[src/rtl/dram_ref_pkg.sv]
package dram_ref_pkg;

  typedef enum logic [3:0] {
    ST_PWRUP,
    ST_IDLE,
    ST_REQ,
    ST_CSR,
    ST_RASL,
    ST_PRE,
    ST_SELF,
    ST_SLEEP,
    ST_SREXIT
  } seq_state_t;

  typedef enum logic [1:0] {
    K_INIT,
    K_PERIODIC,
    K_SELF
  } ref_kind_t;

  function automatic int max2(input int a, input int b);
    return (a > b) ? a : b;
  endfunction

endpackage

[src/rtl/refresh_timer.sv]
module refresh_timer #(
  parameter int INTERVAL_CYCLES = 1560
) (
  input  logic clk,
  input  logic rst,
  input  logic en,
  output logic tick
);
  localparam int TW = (INTERVAL_CYCLES > 1) ? $clog2(INTERVAL_CYCLES) : 1;
  localparam logic [TW-1:0] LAST = TW'(INTERVAL_CYCLES - 1);

  logic [TW-1:0] cnt;

  always_ff @(posedge clk) begin
    if (rst || !en) cnt <= '0;
    else if (cnt == LAST) cnt <= '0;
    else cnt <= cnt + 1'b1;
  end

  assign tick = en && (cnt == LAST);


  interval_range_chk: assert property (@(posedge clk) disable iff (rst)
    !en |=> (cnt == '0));

endmodule

[src/rtl/refresh_debt.sv]
module refresh_debt #(
  parameter int DEBT_LIMIT = 7
) (
  input  logic clk,
  input  logic rst,
  input  logic tick,
  input  logic served,
  input  logic clr,
  output logic has_work,
  output logic err
);
  localparam int PW = $clog2(DEBT_LIMIT + 1);
  localparam logic [PW-1:0] CAP = PW'(DEBT_LIMIT);

  logic [PW-1:0] pend;

  always_ff @(posedge clk) begin
    if (rst) begin
      pend <= '0;
      err  <= 1'b0;
    end else if (clr) begin
      pend <= '0;
    end else begin
      case ({tick, served})
        2'b10: begin
          if (pend == CAP) err <= 1'b1;
          else pend <= pend + 1'b1;
        end
        2'b01: if (pend != '0) pend <= pend - 1'b1;
        default: ;
      endcase
    end
  end

  assign has_work = (pend != '0);


  pend_cap_chk: assert property (@(posedge clk) disable iff (rst)
    pend <= CAP);


  err_stick_chk: assert property (@(posedge clk) disable iff (rst)
    err |=> err);


  err_cause_chk: assert property (@(posedge clk) disable iff (rst)
    $rose(err) |-> ($past(tick) && $past(pend) == CAP));

endmodule

[src/rtl/cbr_fsm.sv]
module cbr_fsm
  import dram_ref_pkg::*;
#(
  parameter int PWRUP_CYCLES = 20000,
  parameter int INIT_CYCLES  = 8,
  parameter int CSR_CYCLES   = 1,
  parameter int RASL_CYCLES  = 5,
  parameter int RP_CYCLES    = 5,
  parameter int SELF_CYCLES  = 10001,
  parameter int RPS_CYCLES   = 7,
  parameter int LANES        = 2
) (
  input  logic             clk,
  input  logic             rst,
  input  logic             gnt,
  input  logic             sleep_req,
  input  logic             has_work,
  output logic             served,
  output logic             self_enter,
  output logic             req,
  output logic             ras_n,
  output logic [LANES-1:0] cas_n,
  output logic             ready
);
  localparam int MAXC = max2(max2(max2(PWRUP_CYCLES, SELF_CYCLES), max2(CSR_CYCLES, RASL_CYCLES)),
                             max2(RP_CYCLES, RPS_CYCLES));
  localparam int CW = $clog2(MAXC + 1);
  localparam int IW = $clog2(INIT_CYCLES + 1);

  seq_state_t      state, nxt;
  ref_kind_t       kind, kind_n;
  logic [CW-1:0]   cnt, cnt_n;
  logic [IW-1:0]   init_left, init_n;
  logic            ready_q, ready_n;
  logic            ras_q, req_q;
  logic [LANES-1:0] cas_q;

  always_comb begin
    nxt        = state;
    kind_n     = kind;
    init_n     = init_left;
    ready_n    = ready_q;
    served     = 1'b0;
    self_enter = 1'b0;
    cnt_n      = (cnt != '0) ? cnt - 1'b1 : cnt;
    case (state)
      ST_PWRUP: if (cnt == '0) begin
        nxt    = ST_REQ;
        kind_n = K_INIT;
      end
      ST_IDLE: begin
        if (sleep_req) begin
          nxt    = ST_REQ;
          kind_n = K_SELF;
        end else if (has_work) begin
          nxt    = ST_REQ;
          kind_n = K_PERIODIC;
        end
      end
      ST_REQ: if (gnt) begin
        nxt    = ST_CSR;
        cnt_n  = CW'(CSR_CYCLES - 1);
        served = (kind == K_PERIODIC);
      end
      ST_CSR: if (cnt == '0) begin
        if (kind == K_SELF) begin
          nxt        = ST_SELF;
          cnt_n      = CW'(SELF_CYCLES - 1);
          self_enter = 1'b1;
          ready_n    = 1'b0;
        end else begin
          nxt   = ST_RASL;
          cnt_n = CW'(RASL_CYCLES - 1);
        end
      end
      ST_RASL: if (cnt == '0) begin
        nxt   = ST_PRE;
        cnt_n = CW'(RP_CYCLES - 1);
      end
      ST_PRE: if (cnt == '0) begin
        if (kind == K_INIT && init_left > IW'(1)) begin
          init_n = init_left - 1'b1;
          nxt    = ST_CSR;
          cnt_n  = CW'(CSR_CYCLES - 1);
        end else begin
          if (kind == K_INIT) begin
            init_n  = '0;
            ready_n = 1'b1;
          end
          nxt = ST_IDLE;
        end
      end
      ST_SELF: if (cnt == '0) begin
        if (sleep_req) nxt = ST_SLEEP;
        else begin
          nxt   = ST_SREXIT;
          cnt_n = CW'(RPS_CYCLES - 1);
        end
      end
      ST_SLEEP: if (!sleep_req) begin
        nxt   = ST_SREXIT;
        cnt_n = CW'(RPS_CYCLES - 1);
      end
      ST_SREXIT: if (cnt == '0) begin
        nxt     = ST_IDLE;
        ready_n = 1'b1;
      end
      default: nxt = ST_IDLE;
    endcase
  end

  always_ff @(posedge clk) begin
    if (rst) begin
      state     <= ST_PWRUP;
      kind      <= K_INIT;
      cnt       <= CW'(PWRUP_CYCLES - 1);
      init_left <= IW'(INIT_CYCLES);
      ready_q   <= 1'b0;
      ras_q     <= 1'b1;
      req_q     <= 1'b0;
    end else begin
      state     <= nxt;
      kind      <= kind_n;
      cnt       <= cnt_n;
      init_left <= init_n;
      ready_q   <= ready_n;
      ras_q     <= !(nxt inside {ST_RASL, ST_SELF, ST_SLEEP});
      req_q     <= !(nxt inside {ST_PWRUP, ST_IDLE});
    end
  end

  for (genvar g = 0; g < LANES; g++) begin : g_lane
    always_ff @(posedge clk) begin
      if (rst) cas_q[g] <= 1'b1;
      else cas_q[g] <= !(nxt inside {ST_CSR, ST_RASL, ST_SELF});
    end
  end

  assign req   = req_q;
  assign ras_n = ras_q;
  assign cas_n = cas_q;
  assign ready = ready_q;


  cbr_order_chk: assert property (@(posedge clk) disable iff (rst)
    $fell(ras_q) |-> (!cas_q[0] && !$past(cas_q[0])));


  strobe_req_chk: assert property (@(posedge clk) disable iff (rst)
    (!ras_q || !cas_q[0]) |-> req_q);


  req_hold_chk: assert property (@(posedge clk) disable iff (rst)
    (req_q && !gnt) |=> req_q);


  sleep_hold_chk: assert property (@(posedge clk) disable iff (rst)
    (state == ST_SLEEP && sleep_req) |=> !ras_q);


  self_ready_chk: assert property (@(posedge clk) disable iff (rst)
    (state inside {ST_SELF, ST_SLEEP, ST_SREXIT}) |-> !ready_q);

endmodule

[src/rtl/dram_refresh_seq.sv]
module dram_refresh_seq #(
  parameter int PWRUP_CYCLES    = 20000,
  parameter int INIT_CYCLES     = 8,
  parameter int INTERVAL_CYCLES = 1560,
  parameter int CSR_CYCLES      = 1,
  parameter int RASL_CYCLES     = 5,
  parameter int RP_CYCLES       = 5,
  parameter int SELF_CYCLES     = 10001,
  parameter int RPS_CYCLES      = 7,
  parameter int DEBT_LIMIT      = 7
) (
  input  logic clk,
  input  logic rst,
  input  logic sleep_req,
  input  logic gnt,
  output logic req,
  output logic ras_n,
  output logic ucas_n,
  output logic lcas_n,
  output logic ready,
  output logic overdue_err
);
  localparam int LANES = 2;

  logic             tick, served, self_enter, has_work, ready_i;
  logic [LANES-1:0] cas_i;

  refresh_timer #(
    .INTERVAL_CYCLES(INTERVAL_CYCLES)
  ) u_timer (
    .clk (clk),
    .rst (rst),
    .en  (ready_i),
    .tick(tick)
  );

  refresh_debt #(
    .DEBT_LIMIT(DEBT_LIMIT)
  ) u_debt (
    .clk     (clk),
    .rst     (rst),
    .tick    (tick),
    .served  (served),
    .clr     (self_enter),
    .has_work(has_work),
    .err     (overdue_err)
  );

  cbr_fsm #(
    .PWRUP_CYCLES(PWRUP_CYCLES),
    .INIT_CYCLES (INIT_CYCLES),
    .CSR_CYCLES  (CSR_CYCLES),
    .RASL_CYCLES (RASL_CYCLES),
    .RP_CYCLES   (RP_CYCLES),
    .SELF_CYCLES (SELF_CYCLES),
    .RPS_CYCLES  (RPS_CYCLES),
    .LANES       (LANES)
  ) u_fsm (
    .clk       (clk),
    .rst       (rst),
    .gnt       (gnt),
    .sleep_req (sleep_req),
    .has_work  (has_work),
    .served    (served),
    .self_enter(self_enter),
    .req       (req),
    .ras_n     (ras_n),
    .cas_n     (cas_i),
    .ready     (ready_i)
  );

  assign ucas_n = cas_i[1];
  assign lcas_n = cas_i[0];
  assign ready  = ready_i;

endmodule

[config.mk]
export PLATFORM = sky130hd
export DESIGN_NAME = dram_refresh_seq
export DESIGN_NICKNAME = d
export VERILOG_FILES = /design/src/rtl/dram_ref_pkg.sv /design/src/rtl/refresh_timer.sv /design/src/rtl/refresh_debt.sv /design/src/rtl/cbr_fsm.sv /design/src/rtl/dram_refresh_seq.sv
export SDC_FILE = /design/constraint.sdc
export NUM_CORES = 1
export LEC_CHECK = 0
export BUFFER_PORTS_ARGS = -buffer_cell sky130_fd_sc_hd__buf_2
export CAP_MARGIN = 30
export CORE_UTILIZATION = 30
export DETAILED_ROUTE_END_ITERATION = 8
export PLACE_DENSITY_LB_ADDON = 0.12
export SKIP_CTS_REPAIR_TIMING = 1
export SLEW_MARGIN = 20
export SYNTH_ARGS = -nofsm -noshare
export SYNTH_HDL_FRONTEND = slang
export SYNTH_SLANG_ARGS = --single-unit
[constraint.sdc]
create_clock -name clk -period 5.08 [get_ports clk]
set_clock_uncertainty 0.2 [all_clocks]
set_input_delay 1.016 -clock clk [delete_from_list [all_inputs] [get_ports clk]]
set_output_delay 1.016 -clock clk [all_outputs]
set_load 0.005 [all_outputs]
== After elaboration in Yosys (flattened, before gate mapping) ==
Index checks and enable logic that the tools add are counted.
Widths: inputs -> output; s select.
Operators by class
  equal/unequal tests: 29
  bitwise operators: 1
  magnitude comparators: 1
  add/sub/neg operators: 5
  reduce and logical (&&, ||, !) cells: 27
  mux-type cells: 45
Operator list (number)
  $mux 15: 8
  $pmux 15 s6: 1
  $mux 4: 13
  $pmux 4 s9: 1
  $eq 4x3->1 const B: 7
  $logic_not 15->1: 1
  $reduce_bool 15->1: 1
  $sub 15x1->15 const B: 1
  $mux 14: 1
  $eq 4x2->1 const B: 3
  $ne 2x1->1 const B: 6
  $reduce_and 3->1: 4
  $reduce_bool 3->1: 4
  $add 11x1->11 const B: 1
  $eq 11x11->1 const B: 1
  $mux 1: 11
  $mux 2: 5
  $eq 4x1->1 const B: 2
  $logic_not 4->1: 2
  $reduce_bool 2->1: 4
  $reduce_and 7->1: 1
  $mux 3: 2
  $ne 2x2->1 const B: 3
  $pmux 3 s2: 1
  other kinds (17): 24
Storage, ports and cells
  input bits: 4
  output and inout bits: 6
  register bits: 44
  word-level logic and storage cells: 119

== Logic depth before layout (Yosys ltp) ==
Gate-level depths: netlist (run 1).
  depth in word-level cells: 8
  gate-level depth with buffers: 12
  gate-level depth less buffers: 12

== Cells and area by module ==
Synthesis (run 1) repeated with hierarchy kept, for this count alone.
Second synthesis, totals
  cells, all modules: 335
  area total of the unflattened synthesis: 2721.4 um^2
Modules (own cells, without submodules)
  cbr_fsm: cells an instance 249, seq. area each 580.6 um^2, area each 1940.6 um^2, times used 1
  refresh_timer: cells an instance 55, seq. area each 220.2 um^2, area each 505.5 um^2, times used 1
  refresh_debt: cells an instance 31, seq. area each 80.1 um^2, area each 275.3 um^2, times used 1

== Worst setup path before layout (run 1) ==
OpenSTA, ideal clock, no wires.
  kind: input to register
  start: in sleep_req
  end: reg u_fsm.cas_q[0], in the netlist u_fsm.cas_n[0]
  path buffers: 0
  required time: 4759 ps
  arrival time: 2489 ps
  stages on the path: 6
  setup time: 121 ps
  slack: 2270 ps
  path through: or4b_1 -> nor4_1 -> o21ai_0 -> a2111oi_2 -> nor3b_1 -> a21oi_1
Between the ends
  word-level cells in the longest chain between the ends: 6
  elaborated cells on any way between the ends: 10
  those cells by class: eq/ne (3); mux (5); reduce/logical (2)
RTL lines
  from (decl): RTL line dram_refresh_seq.sv:14  | input logic sleep_req,
  $mux 4: RTL line cbr_fsm.sv:94  | if (sleep_req) nxt = ST_SLEEP;
  $mux 4: RTL line cbr_fsm.sv:93  | ST_SELF: if (cnt == '0) begin
  $pmux 4 s9 (*): RTL line cbr_fsm.sv:46  | case (state)
  $eq 4x2->1 / $eq 4x3->1 (equally long branches): RTL line cbr_fsm.sv:135  | else cas_q[g] <= !(nxt inside {ST_CSR, ST_RASL, ST_SELF});
  $reduce_bool 3->1 (*): RTL line cbr_fsm.sv:135
  $logic_not 1->1 (*): RTL line cbr_fsm.sv:135
  to (signal, indexed assignment): RTL line cbr_fsm.sv:135
  to (decl): RTL line cbr_fsm.sv:36  | logic [LANES-1:0] cas_q;
Every way passes the cells marked *; elsewhere a longest branch is shown, timed or not.
A chain may end at the register's enable or synchronous reset.

== Worst setup path in the final report (run 1) ==
  start: in sleep_req
  end: reg u_fsm.cnt[9]
Between the ends
  word-level cells in the longest chain between the ends: 3
RTL lines
  $mux 15 (*): RTL line cbr_fsm.sv:94, cbr_fsm.sv:100
  $mux 15: RTL line cbr_fsm.sv:93
  $pmux 15 s6 (*): RTL line cbr_fsm.sv:46
  to (signal assigned): RTL line cbr_fsm.sv:116  | cnt <= CW'(PWRUP_CYCLES - 1);
  to (signal assigned): RTL line cbr_fsm.sv:124  | cnt <= cnt_n;
  to (decl): RTL line cbr_fsm.sv:32  | logic [CW-1:0] cnt, cnt_n;
Marked as above.

==> run_results.csv, run 1 <==
group,metric,value,unit
grt,antenna_found_initial,0,
routing,drc,0,
cts,cts_tree,"built",
pwr,leakage,0.976,nW
pwr,total_power,0.747,mW
routing,antenna_left,0,
min_path,min_from,"u_timer.cnt[0]",
placed_design,gp_congestion,0.816,
die,rows,33,
grt,overflow,0,
synth,synth-edff-count,0,
placed_design,port_buffers,9,
timing,hold_violations,0,
min_path,min_path_type,"reg2reg",
synth,async_flop_share,0,%
routing,first_pass_iters,4,
cts,worstSkewPairLatency,0.30,ns
synth,synth_nets,344,
setup_path,critPathMaxFanout,13,
routing,avgViaCountPerCell,5.18,
die,ioPinCount,10,
setup_path,cp-start-kind,"input pin",
setup_path,criticalPathCategory,"in2reg",
cts,numCtsBuffers,5,
synth,ys_types,57,
setup_path,cp.arrival,3.06,ns
synth,synth.avg_cell_area,7.78,um^2
die,die_w,94.8,um
cts,cts.clk_slew.worst_paths,0.09,ns
die,start_util,31.3,%
grt,gr-usage-all-layers,15.3,%
setup_path,rrSetupSlack,2.15,ns
flow_run,cap_violations,0,
finish,nets,346,
routing,totalWireLength,6320,um
synth,synthFlopType,"dfxtp_1",
outcome,status,"finished clean",
die,die-area,0.00899,mm^2
setup_path,rr_startpoint,"u_fsm.cnt[1]",
grt,grt_pass1_wl,10800,um
setup_path,cp-end-kind,"flip-flop",
pwr,power_density,261,mW/mm^2
timing,maxSlewHeadroom,43.4,%
synth,syn_area,0.00258,mm^2
synth,ys_seq_area_share,34.1,%
timing,setup_viol,0,
cts,root_buffer,"clkbuf_8",
setup_path,worstPathRequired,5.07,ns
timing,setup-tns-final,0,ns
routing,wl_per_cell,14.4,um
finish,final_cell_mix,"dfxtp_1 (44), nor2_1 (39), a21oi_1 (30)",
timing,worst_slew_pin_slew,0.843,ns
die,die_h,94.8,um
timing,slew_violations,0,
placed_design,dp_hpwl,4610,um
synth,ys_ff_latch,44,
pwr,vdd_drop_max,0.000173,V
cts,clockBufferDepth,2,
routing,vias,2280,
finish,diodes,0,
cts,clkSinkCount,44,
finish,syn_to_final_growth,10.6,%
routing,drtIter0Drc,83,
grt,grt_max_degree,31,
setup_path,startpoint,"sleep_req",
timing,fin_crit,3.07,ns
finish,layout_commonest_cell,"dfxtp_1",
cts,htreeDepth,2,
timing,period_share,60.5,%
grt,grt_pass1_vias,2110,
finish,drive_above_1_share,10.4,%
die,core_area,0.00826,mm^2
timing,fmax,325,MHz
timing,rsz0062_at_grt,"no",
synth,syn_inst,332,
synth,yosys_warnings,0,
-- routing by layer --
layer	share of wire (%)	up-vias	global-route usage [%]
li1	-	1185	-
met1	54	1054	22.5
met2	42	36	23.0
met3	2.6	5	2.82
met4	0.74	0	3.41
met5	0	-	0
-- logic make-up after synthesis --
kind of cell	Yosys count	synth area share (%)
XOR/XNOR	17	5.76
multiplexers	2	0.823
AO/OA/AOI/OAI	74	17.2
adder cells (fa/ha/maj)	8	4.16
buffers and inverters	31	4.99
flip-flops	44	34.1
AND/OR/NAND/NOR	156	32.9
-- stage by stage --
stage | util [%] | area (um^2) | worst slack (ns) | hold slack [ns] | std cells
global route | 34.6 | 2860 | 1.91 | 0.275 | 440
floorplan | - | 2580 | 2.27 | 0.218 | 332
global placement | 32.7 | 2700 | 1.80 | 0.234 | 432
detailed placement | 32.7 | 2700 | 1.69 | 0.241 | 432
finish | 34.6 | 2860 | 2.01 | 0.253 | 440
CTS | 34.6 | 2860 | 2.02 | 0.256 | 440
-- critical path, stage by stage --
cell     delay [ns]
buf_2          0.17
or4b_1         0.48
nor4_1         0.38
or2_2          0.23
and4b_1        0.41
and2_1         0.25
o21ai_0        0.11
-- layout make-up --
cell class,instances,area (um^2)
clock buffers,5,68.8
clock inverters,3,90.1
fillers,869,5400
inverters,16,60.1
multi-input cells,257,1570
flip-flops and latches,44,881
well taps,105,131
repair buffers,10,52.6
-- state kept, by name, indices dropped and copies added (netlist names) --
register	cells
u_debt.err	1
u_debt.pend	3
u_fsm.cas_n	1
u_fsm.cnt	15
u_fsm.init_left	4
u_fsm.kind	2
u_fsm.ras_n	1
u_fsm.ready	1
u_fsm.req	1
u_fsm.state	4
u_timer.cnt	11
-- synthesized netlist by cell type, types with 2 or more instances --
master,n,area (um^2)
or2_2,3,18.8
inv_1,15,56.3
xnor2_1,10,87.6
dfxtp_1,44,881
nor3_1,25,125
nand3_1,14,70.1
nor2_1,39,146
nand4_1,3,18.8
nand2_1,22,82.6
buf_4,3,22.5
o21bai_1,4,30.0
a211o_1,2,17.5
or4_1,4,30.0
a21oi_1,30,150
a211oi_1,3,22.5
o221ai_1,2,17.5
a31oi_1,4,25.0
or3b_2,2,17.5
nor2b_1,7,43.8
nand2b_1,6,37.5
nor3b_1,2,15.0
clkbuf_1,11,41.3
nor4_1,6,37.5
ha_1,7,87.6
and3_1,2,12.5
o21ai_0,19,95.1
or3_1,7,43.8
xor2_1,7,61.3
-- final timing paths --
check / to / depth (start not counted)
worst max-delay path: u_fsm.cnt[9] / 7
worst min-delay path: u_timer.cnt[0] / 1
worst max register to register: u_fsm.cnt[9] / 9
worst min register to register: u_timer.cnt[0] / 1
-- report_power, final --
part | switching (mW) | internal, mW
clock network | 0.132 | 0.246
logic | 0.0137 | 0.00712
registers | 0.00192 | 0.347
total | 0.147 | 0.600
(Power assumes the default switching activity.)
==> inputs of run 2 (changes only) <==
- clock period: 5.08 -> 3 ns (I/O delays scaled with it)
==> run_results.csv, run 2 (synthesis results as in run 1) <==
group,metric,value,unit
outcome,status,"finished clean",
routing,first_pass_iters,4,
pwr,leakage,1.02,nW
grt,overflow,0,
setup_path,cp.arrival,2.85,ns
setup_path,criticalPathCategory,"reg2reg",
grt,antenna_found_initial,0,
placed_design,gp_congestion,0.842,
cts,cts.clk_slew.worst_paths,0.10,ns
cts,worstSkewPairLatency,0.31,ns
die,start_util,31.3,%
grt,gr-usage-met2,24.6,%
finish,layout_commonest_cell,"dfxtp_1",
pwr,seq_power_share,52.8,%
finish,regArea,881,um^2
routing,totalWireLength,6570,um
placed_design,port_buffers,9,
setup_path,cp-end-kind,"flip-flop",
routing,avgViaCountPerCell,5.25,
timing,hold_violations,0,
cts,cts_tree,"built",
pwr,power_density,384,mW/mm^2
finish,drive_above_1_share,13.6,%
timing,maxSlewHeadroom,46.0,%
grt,grt_pass1_wl,11100,um
routing,drc,0,
timing,slew_violations,0,
cts,htreeDepth,2,
pwr,p_comb_share,3.2,%
cts,clkSinkCount,44,
finish,multiInputGateArea,0.00159,mm^2
timing,worst_slew_pin_slew,0.803,ns
min_path,holdPathStages,1,
setup_path,cp-start-kind,"flip-flop",
grt,grt_pass1_vias,2269,
flow_run,cap_violations,0,
finish,top_regs,"u_fsm.cnt (15), u_timer.cnt (11)",
grt,use_met1,22.1,%
finish,largest_register,"u_fsm.cnt",
cts,clockBufferDepth,2,
routing,wl_per_cell,14.6,um
finish,largest_register_ffs,15,
die,rows,33,
timing,fin_crit,2.86,ns
grt,gr-usage-all-layers,16.1,%
pwr,vdd_drop_max,0.000153,V
die,ioPinCount,10,
finish,syn_to_final_growth,12.8,%
finish,nets,357,
timing,fmax,350,MHz
timing,setup-tns-final,0,ns
grt,top_usage_layer,"met2",
timing,rsz0062_at_grt,"no",
cts,root_buffer,"clkbuf_8",
die,core_area,0.00826,mm^2
routing,drtIter0Drc,184,
grt,grt_util_met3,3.06,%
finish,final_cell_mix,"dfxtp_1 (44), nor2_1 (39), a21oi_1 (30)",
finish,fin_cells,451,
pwr,p_int,0.852,mW
pwr,swShare,23.9,%
die,die-area,0.00899,mm^2
grt,grt_max_degree,31,
cts,numCtsBuffers,5,
routing,antenna_left,0,
pwr,pwr-share-clk,44.0,%
min_path,min_path_type,"reg2reg",
routing,vias,2368,
die,die_w,94.8,um
pwr,switchingPower,0.267,mW
placed_design,place_inst,443,
finish,n_fill_cell,920,
die,die_h,94.8,um
timing,period_share,95.3,%
setup_path,worstPathRequired,3.00,ns
placed_design,dp_hpwl,4740,um
setup_path,rr_worst_depth,10,
timing,setup_viol,0,
finish,diodes,0,
setup_path,critPathMaxFanout,12,
-- run 2: cell types whose count changed in the layout (fill, tap and decap cells not counted), sizes merged --
cell      previous run  this run
bufinv               3         1
buf                 10        21
clkinvlp             0         1
inv                 16        17
-- run 2: routing by layer --
metal  vias to the layer above  wire, um
li1                       1209         -
met1                      1098      3190
met2                        51      3020
met3                        10       277
met4                         0        88
met5                         -         0
-- run 2: stage by stage --
stage | util, % | instance area, um^2 | hold WS (ns) | power (mW) | setup slack [ns]
6_report | 35.3 | 2910 | 0.256 | 1.12 | 0.142
4_1_cts | 35.1 | 2900 | 0.256 | 1.13 | 0.0209
3_3_place_gp | 33.7 | 2780 | 0.233 | 0.641 | 0.213
5_1_grt | 35.3 | 2910 | 0.288 | 1.16 | 0.00435
3_5_place_dp | 33.7 | 2780 | 0.242 | 0.641 | 0.0494
2_1_floorplan | - | 2580 | 0.218 | 0.628 | 0.448
-- run 2: cell type report --
class	instances	area share, %
clock buffers	5	2.36
clock inverters	3	1.59
inverters	16	2.06
multi-input cells	257	54.5
flip-flops and latches	44	30.2
well taps	105	4.51
repair buffers	21	4.77
-- run 2: worst max-delay path, cell delays in order, from the launching register on --
cell     delay (ns)
dfxtp_1        0.33
inv_1          0.11
ha_1           0.23
or3b_4         0.44
nor4_4         0.32
buf_6          0.18
inv_2          0.11
o21ai_1        0.20
and4b_2        0.31
and2_1         0.20
o21ai_0        0.11
-- run 2: power groups by stage --
stage          clock [mW]  combinational (mW)  sequential [mW]
2_1_floorplan           0              0.0251            0.603
3_3_place_gp            0              0.0368            0.604
3_5_place_dp            0              0.0360            0.605
4_1_cts             0.504              0.0362            0.591
5_1_grt             0.526              0.0411            0.592
6_report            0.492              0.0361            0.591
-- run 2: worst paths after layout --
kind / startpoint / endpoint / slack (ns)
max reg2reg: u_fsm.cnt[0] / u_fsm.cnt[9] / 0.14
min: u_timer.cnt[0] / u_timer.cnt[0] / 0.26
min reg2reg: u_timer.cnt[0] / u_timer.cnt[0] / 0.26
max: u_fsm.cnt[0] / u_fsm.cnt[9] / 0.14
==> inputs of run 3 (changes only) <==
- CORE_UTILIZATION: 30 -> 48
- SYNTH_HIERARCHICAL: not set -> 1
==> run_results.csv, run 3 <==
group,metric,value,unit
die,die_h,77.3,um
cts,htreeDepth,2,
die,core_area,0.00547,mm^2
pwr,seq_power_share,51.2,%
grt,gr-usage-met2,35.1,%
synth,yosys_warnings,6,
finish,top_regs,"u_fsm/cnt (15), u_timer/cnt (11)",
timing,maxSlewHeadroom,63.8,%
die,die-area,0.00597,mm^2
routing,wl_per_cell,15.3,um
cts,cts.clk_slew.worst_paths,0.08,ns
setup_path,rrSetupSlack,0.25,ns
setup_path,reg2reg_to,"u_debt/pend[2]",
pwr,swShare,19.5,%
cts,clkSinkCount,44,
finish,drive_above_1_share,13.5,%
die,start_util,49.7,%
setup_path,cpLargestDelayFamily,"simple AND/OR/NAND/NOR gates",
routing,totalWireLength,6450,um
grt,top_usage_layer,"met2",
timing,fin_crit,2.75,ns
finish,layout_commonest_cell,"dfxtp_1",
finish,syn_to_final_growth,10.3,%
setup_path,worstPathRequired,2.98,ns
setup_path,critical_path_depth,9,
die,die_w,77.3,um
cts,root_buffer,"clkbuf_8",
synth,synth.avg_cell_area,8.12,um^2
setup_path,cp.arrival,2.72,ns
setup_path,rr_startpoint,"u_fsm/state[1]",
synth,synthFlopType,"dfxtp_1",
timing,period_share,91.5,%
routing,antenna_left,0,
placed_design,dp_hpwl,4670,um
timing,setup-tns-final,0,ns
setup_path,crit_chain,"nor2b_1 > nand2_1 > nor3_1 > nor2b_1 > inv_1 > fa_1 > and4bb_2 > a21oi_1 > a21oi_1",
timing,hold_violations,0,
setup_path,criticalPathCategory,"reg2reg",
synth,netlist_top_cells_area,"dfxtp_1 (32%), nor2_1 (4.8%), a21oi_1 (4.0%)",
grt,gr-usage-all-layers,22.9,%
min_path,holdPathStages,1,
timing,setup_viol,0,
routing,drtIter0Drc,282,
synth,synth_nets,345,
placed_design,place_inst,413,
finish,largest_register_ffs,15,
setup_path,startpoint,"u_fsm/state[1]",
synth,synth_top_area_share,32.4,%
setup_path,crit_buf_inv,1,
grt,antenna_found_initial,0,
synth,syn_inst,335,
pwr,switchingPower,0.225,mW
pwr,p_comb_share,3.0,%
finish,final_cell_mix,"dfxtp_1 (44), nor2_1 (35), nand2_1 (26)",
pwr,power_density,384,mW/mm^2
routing,vias,2524,
grt,grt_max_degree,24,
flow_run,cap_violations,0,
cts,cts_tree,"built",
pwr,leakage,1.04,nW
pwr,p_int,0.927,mW
finish,fin_cells,420,
placed_design,port_buffers,9,
routing,drc,0,
setup_path,crit_path_top_delay_cell,"fa_1",
timing,worst_slew_pin_slew,0.540,ns
synth,synthTopCellsByCount,"dfxtp_1 (44), nor2_1 (35), nand2_1 (26)",
synth,yosysMostFrequentCell,"dfxtp_1",
synth,ys_ff_latch,44,
die,rows,27,
synth,ys_seq_area_share,32.4,%
cts,clockBufferDepth,2,
timing,fmax,364,MHz
grt,use_met1,31.7,%
min_path,min_path_type,"reg2reg",
pwr,pwr-share-clk,45.8,%
synth,synth_area_leader_cell,"dfxtp_1",
pwr,vdd_drop_max,0.000225,V
timing,rsz0062_at_grt,"no",
finish,largest_register,"u_fsm/cnt",
finish,nets,358,
setup_path,rr_worst_depth,9,
routing,avgViaCountPerCell,6.01,
grt,grt_pass1_wl,10800,um
synth,syn_area,0.00272,mm^2
cts,numCtsBuffers,5,
placed_design,gp_congestion,0.906,
grt,overflow,0,
setup_path,max_stage_delay,0.40,ns
synth,ys_types,70,
die,ioPinCount,10,
synth,synth-edff-count,0,
grt,grt_pass1_vias,2240,
routing,first_pass_iters,5,
synth,async_flop_share,0,%
timing,slew_violations,0,
outcome,status,"finished clean",
grt,grt_util_met3,4.40,%
setup_path,cp-end-kind,"flip-flop",
setup_path,critPathCapture,"u_debt/pend[2]",
finish,diodes,0,
setup_path,critPathMaxFanout,4,
setup_path,cp-start-kind,"flip-flop",
cts,worstSkewPairLatency,0.29,ns
[run 3: kinds of logic (layout without fill, tap and decap cells)]
group / Yosys count / after routing / share of synthesized area, %
AOI/OAI and AO/OA: 89 / 89 / 22.8
xor gates and xnor gates: 13 / 13 / 4.18
adders and majority gates: 6 / 6 / 3.03
buffers and inverters: 33 / 46 / 5.20
DFF: 44 / 44 / 32.4
muxes: 3 / 3 / 1.10
and+or+nand+nor: 147 / 147 / 31.4
[run 3: final cells by class]
class	count	area [um^2]
repair buffers	20	128
fillers	540	2470
flip-flops and latches	44	881
inverters	19	73.8
multi-input cells	258	1700
well taps	72	90.1
clock inverters	2	60.1
clock buffers	5	68.8
[run 3: worst min-delay path by stage]
| stage | end | slack [ns] | startpoint |
|---|---|---|---|
| 2_1_floorplan | u_timer/cnt[0] | 0.22 | u_timer/cnt[0] |
| 3_3_place_gp | u_timer/cnt[0] | 0.23 | u_timer/cnt[0] |
| 3_5_place_dp | u_timer/cnt[0] | 0.24 | u_timer/cnt[0] |
| 4_1_cts | u_timer/cnt[0] | 0.26 | u_timer/cnt[0] |
| 5_1_grt | u_timer/cnt[0] | 0.28 | u_timer/cnt[0] |
| 6_report | u_timer/cnt[0] | 0.26 | u_timer/cnt[0] |
[run 3: power by group through the flow]
stage | Combinational (mW) | Clock (mW) | Sequential [mW]
4_1_cts | 0.0339 | 0.542 | 0.590
6_report | 0.0346 | 0.527 | 0.590
3_3_place_gp | 0.0342 | 0 | 0.604
3_5_place_dp | 0.0339 | 0 | 0.604
5_1_grt | 0.0381 | 0.565 | 0.591
2_1_floorplan | 0.0232 | 0 | 0.603
[run 3: metrics by stage]
| stage | power, mW | utilization, % | setup slack [ns] | hold slack (ns) | instance area, um^2 |
|---|---|---|---|---|---|
| 2_1_floorplan | 0.626 | - | 0.520 | 0.217 | 2720 |
| 3_3_place_gp | 0.638 | 52.5 | 0.294 | 0.231 | 2870 |
| 3_5_place_dp | 0.638 | 52.5 | 0.309 | 0.239 | 2870 |
| 4_1_cts | 1.17 | 54.8 | 0.294 | 0.258 | 3000 |
| 5_1_grt | 1.19 | 54.8 | 0.129 | 0.276 | 3000 |
| 6_report | 1.15 | 54.8 | 0.254 | 0.255 | 3000 |
[run 3: metal layers]
metal | up-vias | wire length [um]
li1 | 1248 | -
met1 | 1169 | 3120
met2 | 97 | 2920
met3 | 10 | 337
met4 | 0 | 70
met5 | - | 0
